--- config.mk ---
export PLATFORM = sky130hd
export DESIGN_NAME = casc_sync_counter
export DESIGN_NICKNAME = d
export VERILOG_FILES = /design/src/rtl/cnt_pkg.sv /design/src/rtl/cnt_ctrl.sv /design/src/rtl/cnt_reg.sv /design/src/rtl/cnt_carry.sv /design/src/rtl/casc_sync_counter.sv
export SDC_FILE = /design/constraint.sdc
export NUM_CORES = 1
export LEC_CHECK = 0
export ABC_AREA = 1
export BUFFER_PORTS_ARGS = -buffer_cell sky130_fd_sc_hd__buf_4
export CORE_AREA = 2 2 39 41
export CTS_CLUSTER_SIZE = 24
export DETAILED_ROUTE_END_ITERATION = 8
export DIE_AREA = 0 0 41 43
export PLACE_DENSITY_LB_ADDON = 0.15
export SYNTH_ARGS = -nofsm -noshare
export SYNTH_HDL_FRONTEND = slang
export SYNTH_HIERARCHICAL = 1
export SYNTH_SLANG_ARGS = --single-unit
--- constraint.sdc ---
create_clock -name clk -period 1 [get_ports clk]
set_input_delay 0 -clock clk [delete_from_list [all_inputs] [get_ports clk]]
set_output_delay 0 -clock clk [all_outputs]
set_load 0.05 [all_outputs]
--- src/rtl/cnt_pkg.sv ---
// Package: shared operation code for the counter stage.
// Assumes: used by every module of the counter.
package cnt_pkg;
    typedef enum logic [1:0] {
        OP_HOLD  = 2'd0,
        OP_COUNT = 2'd1,
        OP_LOAD  = 2'd2,
        OP_CLEAR = 2'd3
    } cnt_op_e;
endpackage

--- src/rtl/cnt_ctrl.sv ---
// Module: cnt_ctrl
// Picks the operation for the coming clock edge: clear, then load,
// then count, then hold.
// Assumes: all controls are active as given at the ports; it is purely combinational.
module cnt_ctrl
    import cnt_pkg::*;
(
    input  logic    clr_n,
    input  logic    load_n,
    input  logic    en_p,
    input  logic    en_t,
    output cnt_op_e op
);
    // Priority decode of the controls
    always_comb begin
        if (!clr_n)
            op = OP_CLEAR;
        else if (!load_n)
            op = OP_LOAD;
        else if (en_p && en_t)
            op = OP_COUNT;
        else
            op = OP_HOLD;
    end
endmodule

--- src/rtl/cnt_reg.sv ---
// Module: cnt_reg
// Count register. CLR_SYNC picks the clear variant: 1 clears on the
// edge, 0 clears as soon as clr_n falls.
// Assumes: op comes from cnt_ctrl and has clear ranked first.
module cnt_reg
    import cnt_pkg::*;
#(
    parameter int WIDTH    = 4,
    parameter bit CLR_SYNC = 1'b1
) (
    input  logic             clk,
    input  logic             clr_n,
    input  cnt_op_e          op,
    input  logic [WIDTH-1:0] din,
    output logic [WIDTH-1:0] q
);
    logic [WIDTH-1:0] q_r;
    logic [WIDTH-1:0] q_nxt;

    // Next-value selection for the chosen operation
    always_comb begin
        case (op)
            OP_CLEAR: q_nxt = '0;
            OP_LOAD:  q_nxt = din;
            OP_COUNT: q_nxt = q_r + WIDTH'(1);
            default:  q_nxt = q_r;
        endcase
    end

    generate
        if (CLR_SYNC) begin : g_sync_clr
            // Every change, the clear included, happens on the edge
            always_ff @(posedge clk) begin
                q_r <= q_nxt;
            end
        end else begin : g_async_clr
            // The clear acts at once; the rest happens on the edge
            always_ff @(posedge clk or negedge clr_n) begin
                if (!clr_n)
                    q_r <= '0;
                else
                    q_r <= q_nxt;
            end
        end
    endgenerate

    assign q = q_r;

    // a low clear at one edge leaves zero seen at the next
    a_r1_clear_zero: assert property (@(posedge clk) !clr_n |=> q == '0)
        else $error("a_r1_clear_zero");
endmodule

--- src/rtl/cnt_carry.sv ---
// Module: cnt_carry
// Look-ahead carry: high while en_t is high and the count is all ones.
// Assumes: q is the registered count; the output is combinational.
module cnt_carry #(
    parameter int WIDTH = 4
) (
    input  logic [WIDTH-1:0] q,
    input  logic             en_t,
    output logic             rco
);
    localparam logic [WIDTH-1:0] TERMINAL = {WIDTH{1'b1}};

    // Terminal-count decode qualified by T only
    always_comb begin
        rco = en_t && (q == TERMINAL);
    end
endmodule

--- src/rtl/casc_sync_counter.sv ---
// Module: casc_sync_counter
// Presettable synchronous binary counter stage with a split count enable
// and a look-ahead carry, meant for chaining.
// Assumes: one clock; clr_n timing is set by CLR_SYNC.
module casc_sync_counter
    import cnt_pkg::*;
#(
    parameter int WIDTH    = 4,
    parameter bit CLR_SYNC = 1'b1
) (
    input  logic             clk,
    input  logic             clr_n,
    input  logic             load_n,
    input  logic [WIDTH-1:0] din,
    input  logic             en_p,
    input  logic             en_t,
    output logic [WIDTH-1:0] q,
    output logic             rco
);
    cnt_op_e op;

    cnt_ctrl u_ctrl (
        .clr_n  (clr_n),
        .load_n (load_n),
        .en_p   (en_p),
        .en_t   (en_t),
        .op     (op)
    );

    cnt_reg #(.WIDTH(WIDTH), .CLR_SYNC(CLR_SYNC)) u_reg (
        .clk   (clk),
        .clr_n (clr_n),
        .op    (op),
        .din   (din),
        .q     (q)
    );

    cnt_carry #(.WIDTH(WIDTH)) u_carry (
        .q    (q),
        .en_t (en_t),
        .rco  (rco)
    );

    // a preset copies the data whatever the enables are
    a_r2_load: assert property (@(posedge clk) disable iff (!clr_n)
        !load_n |=> q == $past(din))
        else $error("a_r2_load");

    // counting adds one, with wrap
    a_r3_count: assert property (@(posedge clk) disable iff (!clr_n)
        (load_n && en_p && en_t) |=> q == WIDTH'($past(q) + WIDTH'(1)))
        else $error("a_r3_count");

    // without both enables the count holds
    a_r4_hold: assert property (@(posedge clk) disable iff (!clr_n)
        (load_n && !(en_p && en_t)) |=> $stable(q))
        else $error("a_r4_hold");

    // a carry with P high and no preset is followed by a wrap to zero
    a_r5_carry_wrap: assert property (@(posedge clk) disable iff (!clr_n)
        (rco && en_p && load_n) |=> q == '0)
        else $error("a_r5_carry_wrap");
endmodule

==> run summary, run 1 <==
Fraction of registers with async set/reset = 0%
Ys Warns = 6
Tcrit/Tclk final = 108%
Final worst slack = -82.4 ps
Pin count of the biggest net entering global routing = 7
Reg2Reg Setup Slack = -80 ps
FF-to-FF path depth = 4
Filler cells = 153
Total number of vias = 292
Global-route wire length before repair = 1120 um
Seq/Total Area, Yosys = 40.9%
Final Hold Vio Count = 0
Net Sw Power = 184 uW
Clock power frac = 32.9%
Root buffer cell = clkbuf_4
Headroom to the max-slew limit = 85.2%
Cell family with the largest share of critical-path delay = flip-flops
Post-synth cell types = 11
Core Util, Final = 35.4%
Req. time, crit path = 1080 ps
Area Overhead vs Synth = 66.8%
Most instantiated cells after synthesis = nand2_1 (8), inv_1 (6), edfxtp_1 (4), ha_1 (4), nand3_1 (4)
Max Slew Vio Count = 0
RD Place Congestion = 0.682
Logic gate share of total power = 31.0%
Hold Path Cell Cnt = 3
Critical path capture point type = flip-flop
Max Clock Freq = 924 MHz
Critical path type = flip-flop to flip-flop
Status = finished with violations
Antenna violations before repair = 0
Residual DRC = 0
Num rows = 14
Clock Path Buffers = 2
Clock sink count = 4
Internal Power = 416 uW
PortBufs = 13
WP data arrival = 1160 ps
Antenna viol nets, final = 0
Initial Util = 21.2%
Die X-Extent = 41 um
Worst-Skew Late Latency = 230 ps
Ys flop type = edfxtp_1
IR drop worst, VDD = 0.000456 V
Top cell type's share of synthesized area = 40.9%
Max FO, Critical Path = 2
Cells after Synth = 35
First-iteration detailed-routing DRC count = 1
MaxCap Viol Count = 0
CTS Buf Count = 3
CTS tree = yes
Tightest Pin Transition = 222 ps
Period minus WS final = 1080 ps
WP buf/inv = 0
Initial DRT Pass Iterations = 2
Clock skew = 3.55 ps
CP Cell Sequence = ha_2 -> a21oi_2 -> o21ai_1 -> a21oi_1
ANT cells = 0
Mapped Nets = 48
Clock Pin Slew Worst Setup and Hold Paths = 40 ps
Max FFs per register = 4
Failing checks = setup timing
Yosys reg bits = 4
Final HPWL DP = 587 um
Total Power = 601 uW
Syn Area/Cell = 8.40 sq um
Vias in the first global route = 289
GR Overflow Total = 0
Layout net count = 70
Leak pwr = 0.000236 uW
RSZ-0062 raised after global routing = yes
Slowest cell on the critical path = edfxtp_1
Power Density = 1220 nW/um^2
DRT Wirelength = 698 um
Reg power frac = 36.1%
Cell depth of the worst setup path = 4
Area leader, netlist = edfxtp_1
Total track usage = 9.79%
Slowest stage delay, CP = 390 ps
CTS H-tree depth = 1
Layout cells sized above 1 = 45.5%
Count leader, synth = nand2_1
Type of origin of the critical path = flip-flop
Mapped Area = 294 sq um
Sw Share = 30.7%
# setup viols final = 4
Die area = 1760 sq um
EDFF count, synth = 4
Core Region = 1380 sq um
IO Count = 14
Postcts setup bufs = 0
Wire per inst = 9.83 um
Class of the worst hold path = input port to flip-flop
Die H = 43 um
Vias per Instance = 4.11
Largest cells by area after synthesis = edfxtp_1 (41%), ha_1 (17%), nand2_1 (10%), inv_1 (7.7%), nand3_1 (6.8%)
## worst paths after layout
check / startpoint / to
worst max-delay path: u_reg/q[1]$_DFFE_PP_ / u_reg/q[2]$_DFFE_PP_
worst min register to register: u_reg/q[0]$_DFFE_PP_ / u_reg/q[1]$_DFFE_PP_
worst max register to register: u_reg/q[1]$_DFFE_PP_ / u_reg/q[2]$_DFFE_PP_
worst min-delay path: din[0] / u_reg/q[0]$_DFFE_PP_
## kinds of logic after synthesis
group / count (synthesis) / synth area share (%)
simple gates: 15 / 21.7
compound gates: 6 / 12.8
buf+inv: 6 / 7.66
fa+ha+maj: 4 / 17.0
flops: 4 / 40.9
## worst register-to-register path: stages, from the launching register on
cell and delay, ps:
edfxtp_1 390, ha_2 220, a21oi_2 100, o21ai_1 70
a21oi_1 150
## power groups by stage
stage	clock network [uW]	logic (uW)	registers (uW)
6_report	198	186	217
5_1_grt	213	205	220
4_1_cts	209	182	217
3_5_place_dp	0	176	219
3_3_place_gp	0	179	219
2_1_floorplan	0	44.9	271
## metal layers
layer	track usage (%)	wire length [um]	vias up
li1	-	-	158
met1	10.1	268	123
met2	15.6	359	11
met3	6.81	70	0
met4	2.00	0	0
met5	0	0	-
## layout make-up
class / instances / area (sq um) / share of cell area, %
timing repair buffer: 17 / 139 / 28.3
inverter: 6 / 22.5 / 4.59
multi-input combinational: 25 / 166 / 33.9
tap: 16 / 20.0 / 4.08
sequential: 4 / 120 / 24.5
clock buffer: 3 / 22.5 / 4.59
## what timing repair did
action | 4_1_cts | 5_1_grt
endpoints found under the setup margin | 4 | 6
hold buffers | 0 | 0
gates resized for setup | 3 | 3
gates cloned | 0 | 0
pin swaps | 2 | 2
## stage by stage
step	hold slack, ps	cells	area [sq um]	setup slack (ps)	setup TNS, ps
after floorplan	173	35	297	-408	-1480
after global placement	344	68	444	-151	-381
after detailed placement	356	68	444	-117	-321
after CTS	95.5	71	479	-113	-305
after global routing	115	71	490	-141	-507
final	94.4	71	490	-82.4	-266
## cells in the final DEF (no fill, tap or decap), types with 2 or more instances in the layout
master    count
buf_4        14
nand2_1       8
inv_1         6
nand3_1       4
edfxtp_1      4
clkbuf_4      3
buf_6         3
ha_1          3
a21oi_2       2
a21oi_1       2
Note: power is estimated with default switching activity, not from simulation.
==> inputs of run 2 (changes only) <==
--- a/config.mk
+++ b/config.mk
@@ -5,7 +5,6 @@
 export SDC_FILE = /design/constraint.sdc
 export NUM_CORES = 1
 export LEC_CHECK = 0
-export ABC_AREA = 1
 export BUFFER_PORTS_ARGS = -buffer_cell sky130_fd_sc_hd__buf_4
 export CORE_AREA = 2 2 39 41
 export CTS_CLUSTER_SIZE = 24
==> run 2 against run 1 <==
The run still ends with setup timing left; synthesized cell count shrank 14%; clock power about the same; maximum frequency decreased by 13%; critical endpoint unchanged; first-iteration DRC count grew 100%.
==> run summary, run 2 <==
Core Region = 1380 sq um (unchanged)
Total track usage = 10.8% (+1.0 points)
CP Cell Sequence = ha_4 -> xor2_1 -> a22oi_1 -> nor2b_1
Residual DRC = 0 (unchanged)
Total number of vias = 299 (+2.4%)
PortBufs = 13 (unchanged)
Antenna violations before repair = 0 (unchanged)
Critical path origin = u_reg/q[0]$_DFFE_PP_
Max Slew Vio Count = 0 (unchanged)
Critical path capture point type = flip-flop
Layout net count = 66 (-5.7%)
Largest cells by area after synthesis = edfxtp_1 (41%), ha_1 (17%), nand3_1 (6.9%), a22oi_1 (5.2%), nand2_1 (5.2%)
Req. time, crit path = 990 ps (-90 ps)
Seq/Total Area, Yosys = 41.2% (+0.35 points)
EDFF count, synth = 4 (unchanged)
Placed inst area = 459 sq um (+3.4%)
First-iteration detailed-routing DRC count = 2 (+1)
Origin of the critical flop-to-flop path = u_reg/q[0]$_DFFE_PP_
Met1 usage in global routing = 13.0% (+2.9 points)
Antenna viol nets, final = 0 (unchanged)
MaxCap Viol Count = 0 (unchanged)
Critical path type = flip-flop to flip-flop
Final HPWL DP = 587 um (-0.10%)
Yosys reg bits = 4 (unchanged)
Period minus WS final = 1240 ps (+157 ps)
Pin count of the biggest net entering global routing = 7 (unchanged)
IR drop worst, VDD = 0.000481 V (+5.6%)
Vias per Instance = 4.46 (+8.5%)
Die area = 1760 sq um (unchanged)
Global-route wire length before repair = 1290 um (+15%)
CTS Buf Count = 3 (unchanged)
Area leader, netlist = edfxtp_1
Clock Pin Slew Worst Setup and Hold Paths = 40 ps (about the same)
Initial DRT Pass Iterations = 4 (+2)
Post-synth cell types = 14 (+3)
Clock Path Buffers = 2 (unchanged)
Slowest cell on the critical path = edfxtp_1
Headroom to the max-slew limit = 87.0% (+1.8 points)
Worst-Skew Late Latency = 240 ps (about the same)
Syn Area/Cell = 9.72 sq um (+16%)
Type of origin of the critical path = flip-flop
Fin Hold WS = 105 ps (+10.3 ps)
GR met2 Demand/Resource = 16.3% (+0.63 points)
GR Overflow Total = 0 (unchanged)
Wire per inst = 10.7 um (+9.2%)
Mapped Area = 292 sq um (-0.85%)
Tcrit/Tclk final = 124% (+16 points)
Reg2Reg Setup Slack = -240 ps (-160 ps)
Clock skew = 5.45 ps (+1.91 ps)
Hold Crit Start = din[3]
Total Power = 626 uW (+4.2%)
Mapped Nets = 43 (-10%)
Filler cells = 155 (+1.3%)
ANT cells = 0 (unchanged)
Commonest non-fill, non-tap cells in the layout = buf_4 (14), nand2_1 (4), edfxtp_1 (4)
Ys flop type = edfxtp_1
Class of the worst hold path = input port to flip-flop
Status = finished with violations
Max FO, Critical Path = 2 (unchanged)
Initial Util = 21.1% (-0.18 points)
Die H = 43 um (unchanged)
Max Clock Freq = 807 MHz (-13%)
Clock sink count = 4 (unchanged)
Final Instance Area = 518 sq um (+5.6%)
GRT busiest layer = met2
Vias in the first global route = 325 (+12%)
Cell family with the largest share of critical-path delay = flip-flops
Top cell type's share of synthesized area = 41.2% (+0.35 points)
Die X-Extent = 41 um (unchanged)
Final Hold Vio Count = 0 (unchanged)
RD Place Congestion = 0.748 (+9.6%)
Fraction of registers with async set/reset = 0% (unchanged)
Ys Warns = 6 (unchanged)
Power Density = 1210 nW/um^2 (-1.3%)
Layout cells sized above 1 = 49.0% (+3.6 points)
Place WS = -215 ps (-97.9 ps)
Routing usage on met3 = 1.57% (-5.2 points)
Leak pwr = 0.000234 uW (-0.96%)
Max FFs per register = 4 (unchanged)
CTS H-tree depth = 1 (unchanged)
Cells after Synth = 30 (-14%)
Tightest Pin Transition = 195 ps (-27.4 ps)
WP buf/inv = 0 (unchanged)
CTS tree = yes
Root buffer cell = clkbuf_4
Area Overhead vs Synth = 77.7%
Most common cell after layout, fill and taps aside = buf_4
DRT Wirelength = 719 um (+3.0%)
# setup viols final = 6 (+2)
IO Count = 14 (unchanged)
WP data arrival = 1230 ps (+70 ps)
Most instantiated cells after synthesis = edfxtp_1 (4), ha_1 (4), nand2_1 (4), nand3_1 (4), inv_1 (3)
Failing checks = setup timing
RSZ-0062 raised after global routing = yes
Slowest stage delay, CP = 430 ps (+40 ps)
Post-Route Setup TNS = -951 ps (-685 ps)
Final worst slack = -239 ps (-157 ps)
Num rows = 14 (unchanged)
-- run 2: changes by cell type after synthesis --
cell | before | now
nand3b_1 | 0 | 1
o21ai_1 | 1 | 0
o211ai_1 | 0 | 1
nor2b_1 | 0 | 2
a2bb2oi_1 | 1 | 0
a21oi_2 | 1 | 0
nand2_1 | 8 | 4
a21boi_0 | 0 | 1
xor2_1 | 0 | 1
inv_1 | 6 | 3
a21oi_1 | 3 | 0
a22oi_1 | 0 | 2
nor2_1 | 2 | 1
nand2b_1 | 0 | 1
-- run 2: cell type report --
cell class / instances / area, sq um / share of cell area [%]
repair buffers: 18 / 154 / 29.7
flip-flops and latches: 4 / 120 / 23.2
inverters: 3 / 11.3 / 2.17
multi-input cells: 23 / 190 / 36.7
well taps: 16 / 20.0 / 3.86
clock buffers: 3 / 22.5 / 4.35
-- run 2: layer usage --
layer  vias to the layer above  wire (um)
met3                         2         25
met2                         8        372
li1                        152          -
met4                         0         21
met1                       137        300
met5                         -          0
-- run 2: power breakdown --
group / switching [uW] / leakage (uW) / internal [uW] / total (uW)
clock network: 66.9 / 0.0000138 / 134 / 201
registers: 15.7 / 0.0000463 / 203 / 219
logic: 108 / 0.000174 / 98.1 / 206
-- run 2: cell families (layout without fill, tap and decap cells) --
logic type | Yosys count | count (layout) | synth area share [%]
compound gates | 4 | 4 | 10.3
xor+xnor | 1 | 1 | 3.00
fa+ha+maj | 4 | 4 | 17.2
buf+inv | 3 | 24 | 3.86
flops | 4 | 4 | 41.2
simple gates | 14 | 14 | 24.5
-- run 2: metrics by stage --
step | util, % | cells
CTS | 37.4 | 67
global placement | 33.2 | 63
finish | 37.4 | 67
floorplan | - | 30
detailed placement | 33.2 | 63
global route | 37.4 | 67
-- run 2: path summary, 6_finish.rpt --
| path | endpoint | depth (start not counted) |
|---|---|---|
| max | u_reg/q[2]$_DFFE_PP_ | 4 |
| min | u_reg/q[3]$_DFFE_PP_ | 3 |
| max reg2reg | u_reg/q[2]$_DFFE_PP_ | 4 |
| min reg2reg | u_reg/q[3]$_DFFE_PP_ | 2 |
-- run 2: repair_timing --
action / in CTS / in global routing
hold buffers: 0 / 0
setup buffers: 1 / 0
setup endpoints to repair: 7 / 7
resized for setup: 7 / 0
-- run 2: worst min-delay path: stages --
cell      delay [ps]
buf_4             80
nand3_1           60
o211ai_1          90
==> inputs of run 3 (changes only) <==
--- a/config.mk
+++ b/config.mk
@@ -5,11 +5,12 @@
 export SDC_FILE = /design/constraint.sdc
 export NUM_CORES = 1
 export LEC_CHECK = 0
-export BUFFER_PORTS_ARGS = -buffer_cell sky130_fd_sc_hd__buf_4
 export CORE_AREA = 2 2 39 41
+export CTS_BUF_LIST = sky130_fd_sc_hd__clkbuf_4
 export CTS_CLUSTER_SIZE = 24
 export DETAILED_ROUTE_END_ITERATION = 8
 export DIE_AREA = 0 0 41 43
+export DONT_BUFFER_PORTS = 1
 export PLACE_DENSITY_LB_ADDON = 0.15
 export SYNTH_ARGS = -nofsm -noshare
 export SYNTH_HDL_FRONTEND = slang
==> run 3 against run 2 <==
The flow still finishes with violations (setup timing); sequential share of layout area increased by 2.0 points; worst setup slack improved by 7.1 ps; worst hold slack got worse by 67 ps.
==> run summary, run 3 (synthesized netlist as in run 2, its figures left out) <==
Root buffer cell = clkbuf_4
Initial Util = 21.1% (unchanged)
RSZ-0062 raised after global routing = yes
Filler cells = 150 (-3.2%)
Clock skew = 1.15 ps (-4.30 ps)
Status = finished with violations
Final HPWL DP = 544 um (-7.3%)
Max Slew Vio Count = 0 (unchanged)
Cell family with the largest share of critical-path delay = flip-flops
# setup viols final = 7 (+1)
CP Cell Sequence = ha_4 -> xor2_1 -> a22oi_1 -> nor2b_1
Total track usage = 9.80% (-0.99 points)
Final Hold Vio Count = 0 (unchanged)
GR Overflow Total = 0 (unchanged)
Vias per Instance = 4.66 (+4.4%)
Vias in the first global route = 285 (-12%)
Antenna viol nets, final = 0 (unchanged)
CTS tree = yes
M1 WL = 299 um (-0.33%)
Clock Pin Slew Worst Setup and Hold Paths = 40 ps (about the same)
Total number of vias = 275 (-8.0%)
Num rows = 14 (unchanged)
IR drop worst, VDD = 0.000350 V (-27%)
Die H = 43 um (unchanged)
Clock sink count = 4 (unchanged)
Period minus WS final = 1230 ps (-7.13 ps)
Area Overhead vs Synth = 63.5%
Power Density = 1280 nW/um^2 (+5.5%)
Layout Cells excl Fill = 59 (-12%)
Pin count of the biggest net entering global routing = 7 (unchanged)
Failing checks = setup timing
Total Power = 608 uW (-2.9%)
ANT cells = 0 (unchanged)
Commonest non-fill, non-tap cells in the layout = buf_4 (4), nand2_1 (4), edfxtp_1 (4)
Max Clock Freq = 812 MHz (+0.58%)
Worst-Skew Late Latency = 230 ps (about the same)
Initial DRT Pass Iterations = 4 (unchanged)
First-iteration detailed-routing DRC count = 6 (+4)
Req. time, crit path = 980 ps (about the same)
Max FFs per register = 4 (unchanged)
RD Place Congestion = 0.740 (-1.1%)
Antenna violations before repair = 0 (unchanged)
WP buf/inv = 0 (unchanged)
Headroom to the max-slew limit = 86.1% (-0.96 points)
Residual DRC = 0 (unchanged)
DRT Wirelength = 700 um (-2.6%)
Wire per inst = 11.9 um (+11%)
Critical path type = flip-flop to flip-flop
Met3 routed WL = 18 um (-28%)
Critical path capture point type = flip-flop
CTS Buf Count = 3 (unchanged)
Die area = 1760 sq um (unchanged)
PortBufs = 0 (-13)
Max FO, Critical Path = 2 (unchanged)
Slowest cell on the critical path = edfxtp_1
Tightest Pin Transition = 209 ps (+14.3 ps)
WP data arrival = 1210 ps (-20 ps)
Global-route wire length before repair = 1060 um (-18%)
Layout net count = 58 (-12%)
Max layer used = met3
Die X-Extent = 41 um (unchanged)
Class of the worst hold path = input port to flip-flop
MaxCap Viol Count = 0 (unchanged)
Post-Route Setup TNS = -1030 ps (-79.5 ps)
Core Util, Final = 34.4% (-3.0 points)
Core Region = 1380 sq um (unchanged)
Met2 WL = 381 um (+2.4%)
Layout cells sized above 1 = 37.2% (-12 points)
Tcrit/Tclk final = 123% (-0.71 points)
Leak pwr = 0.000200 uW (-15%)
Area of the multi-input gates = 190 sq um (unchanged)
Type of origin of the critical path = flip-flop
Slowest stage delay, CP = 430 ps (about the same)
IO Count = 14 (unchanged)
Final worst slack = -232 ps (+7.13 ps)
CTS H-tree depth = 1 (unchanged)
Clock Path Buffers = 2 (unchanged)
Placed insts = 53 (-16%)
Sequential cell area = 120 sq um (unchanged)
==> run 3: cell types whose count changed in the layout (fill, tap and decap cells not counted) <==
cell	delta
buf_12	+1
buf_4	-10
buf_6	-1
buf_8	+1
dlygate4sd3_1	+1
==> run 3: layer usage <==
layer  vias to the layer above  track usage (%)
li1                        135                -
met1                       130             9.84
met2                        10             14.4
met3                         0             1.57
met4                         0             12.0
met5                         -                0
==> run 3: layout make-up <==
| class | instances | share of cell area, % |
|---|---|---|
| Multi-Input combinational cell | 23 | 39.9 |
| Sequential cell | 4 | 25.2 |
| Timing Repair Buffer | 10 | 23.6 |
| Clock buffer | 3 | 4.72 |
| Tap cell | 16 | 4.20 |
| Inverter | 3 | 2.36 |
==> run 3: worst paths after layout <==
path | from | endpoint | slack [ps] | cells past startpoint
min reg2reg | u_reg/q[3]$_DFFE_PP_ | u_reg/q[3]$_DFFE_PP_ | 710 | 2
min | din[3] | u_reg/q[3]$_DFFE_PP_ | 40 | 2
max reg2reg | u_reg/q[1]$_DFFE_PP_ | u_reg/q[2]$_DFFE_PP_ | -230 | 4
max | u_reg/q[1]$_DFFE_PP_ | u_reg/q[2]$_DFFE_PP_ | -230 | 4
==> run 3: report_power, final <==
part | internal [uW] | total, uW | switching [uW] | leakage [uW]
logic | 85.6 | 189 | 103 | 0.000140
clock network | 134 | 200 | 66.0 | 0.0000138
registers | 203 | 219 | 16.1 | 0.0000463
total | 423 | 608 | 185 | 0.000200
==> run 3: repair_timing <==
item | CTS | global route
hold buffers | 1 | 0
setup buffers | 0 | 2
hold endpoints to repair | 1 | 0
resized for setup | 3 | 5
setup endpoints to repair | 7 | 7
==> run 3: stage by stage <==
step / hold slack, ps / worst slack, ps / instance area (sq um)
after floorplan: 194 / -507 / 312
after CTS: 22.6 / -227 / 442
after global placement: 259 / -212 / 397
after detailed placement: 264 / -221 / 397
after global routing: 33.4 / -281 / 477
final: 38.1 / -232 / 477
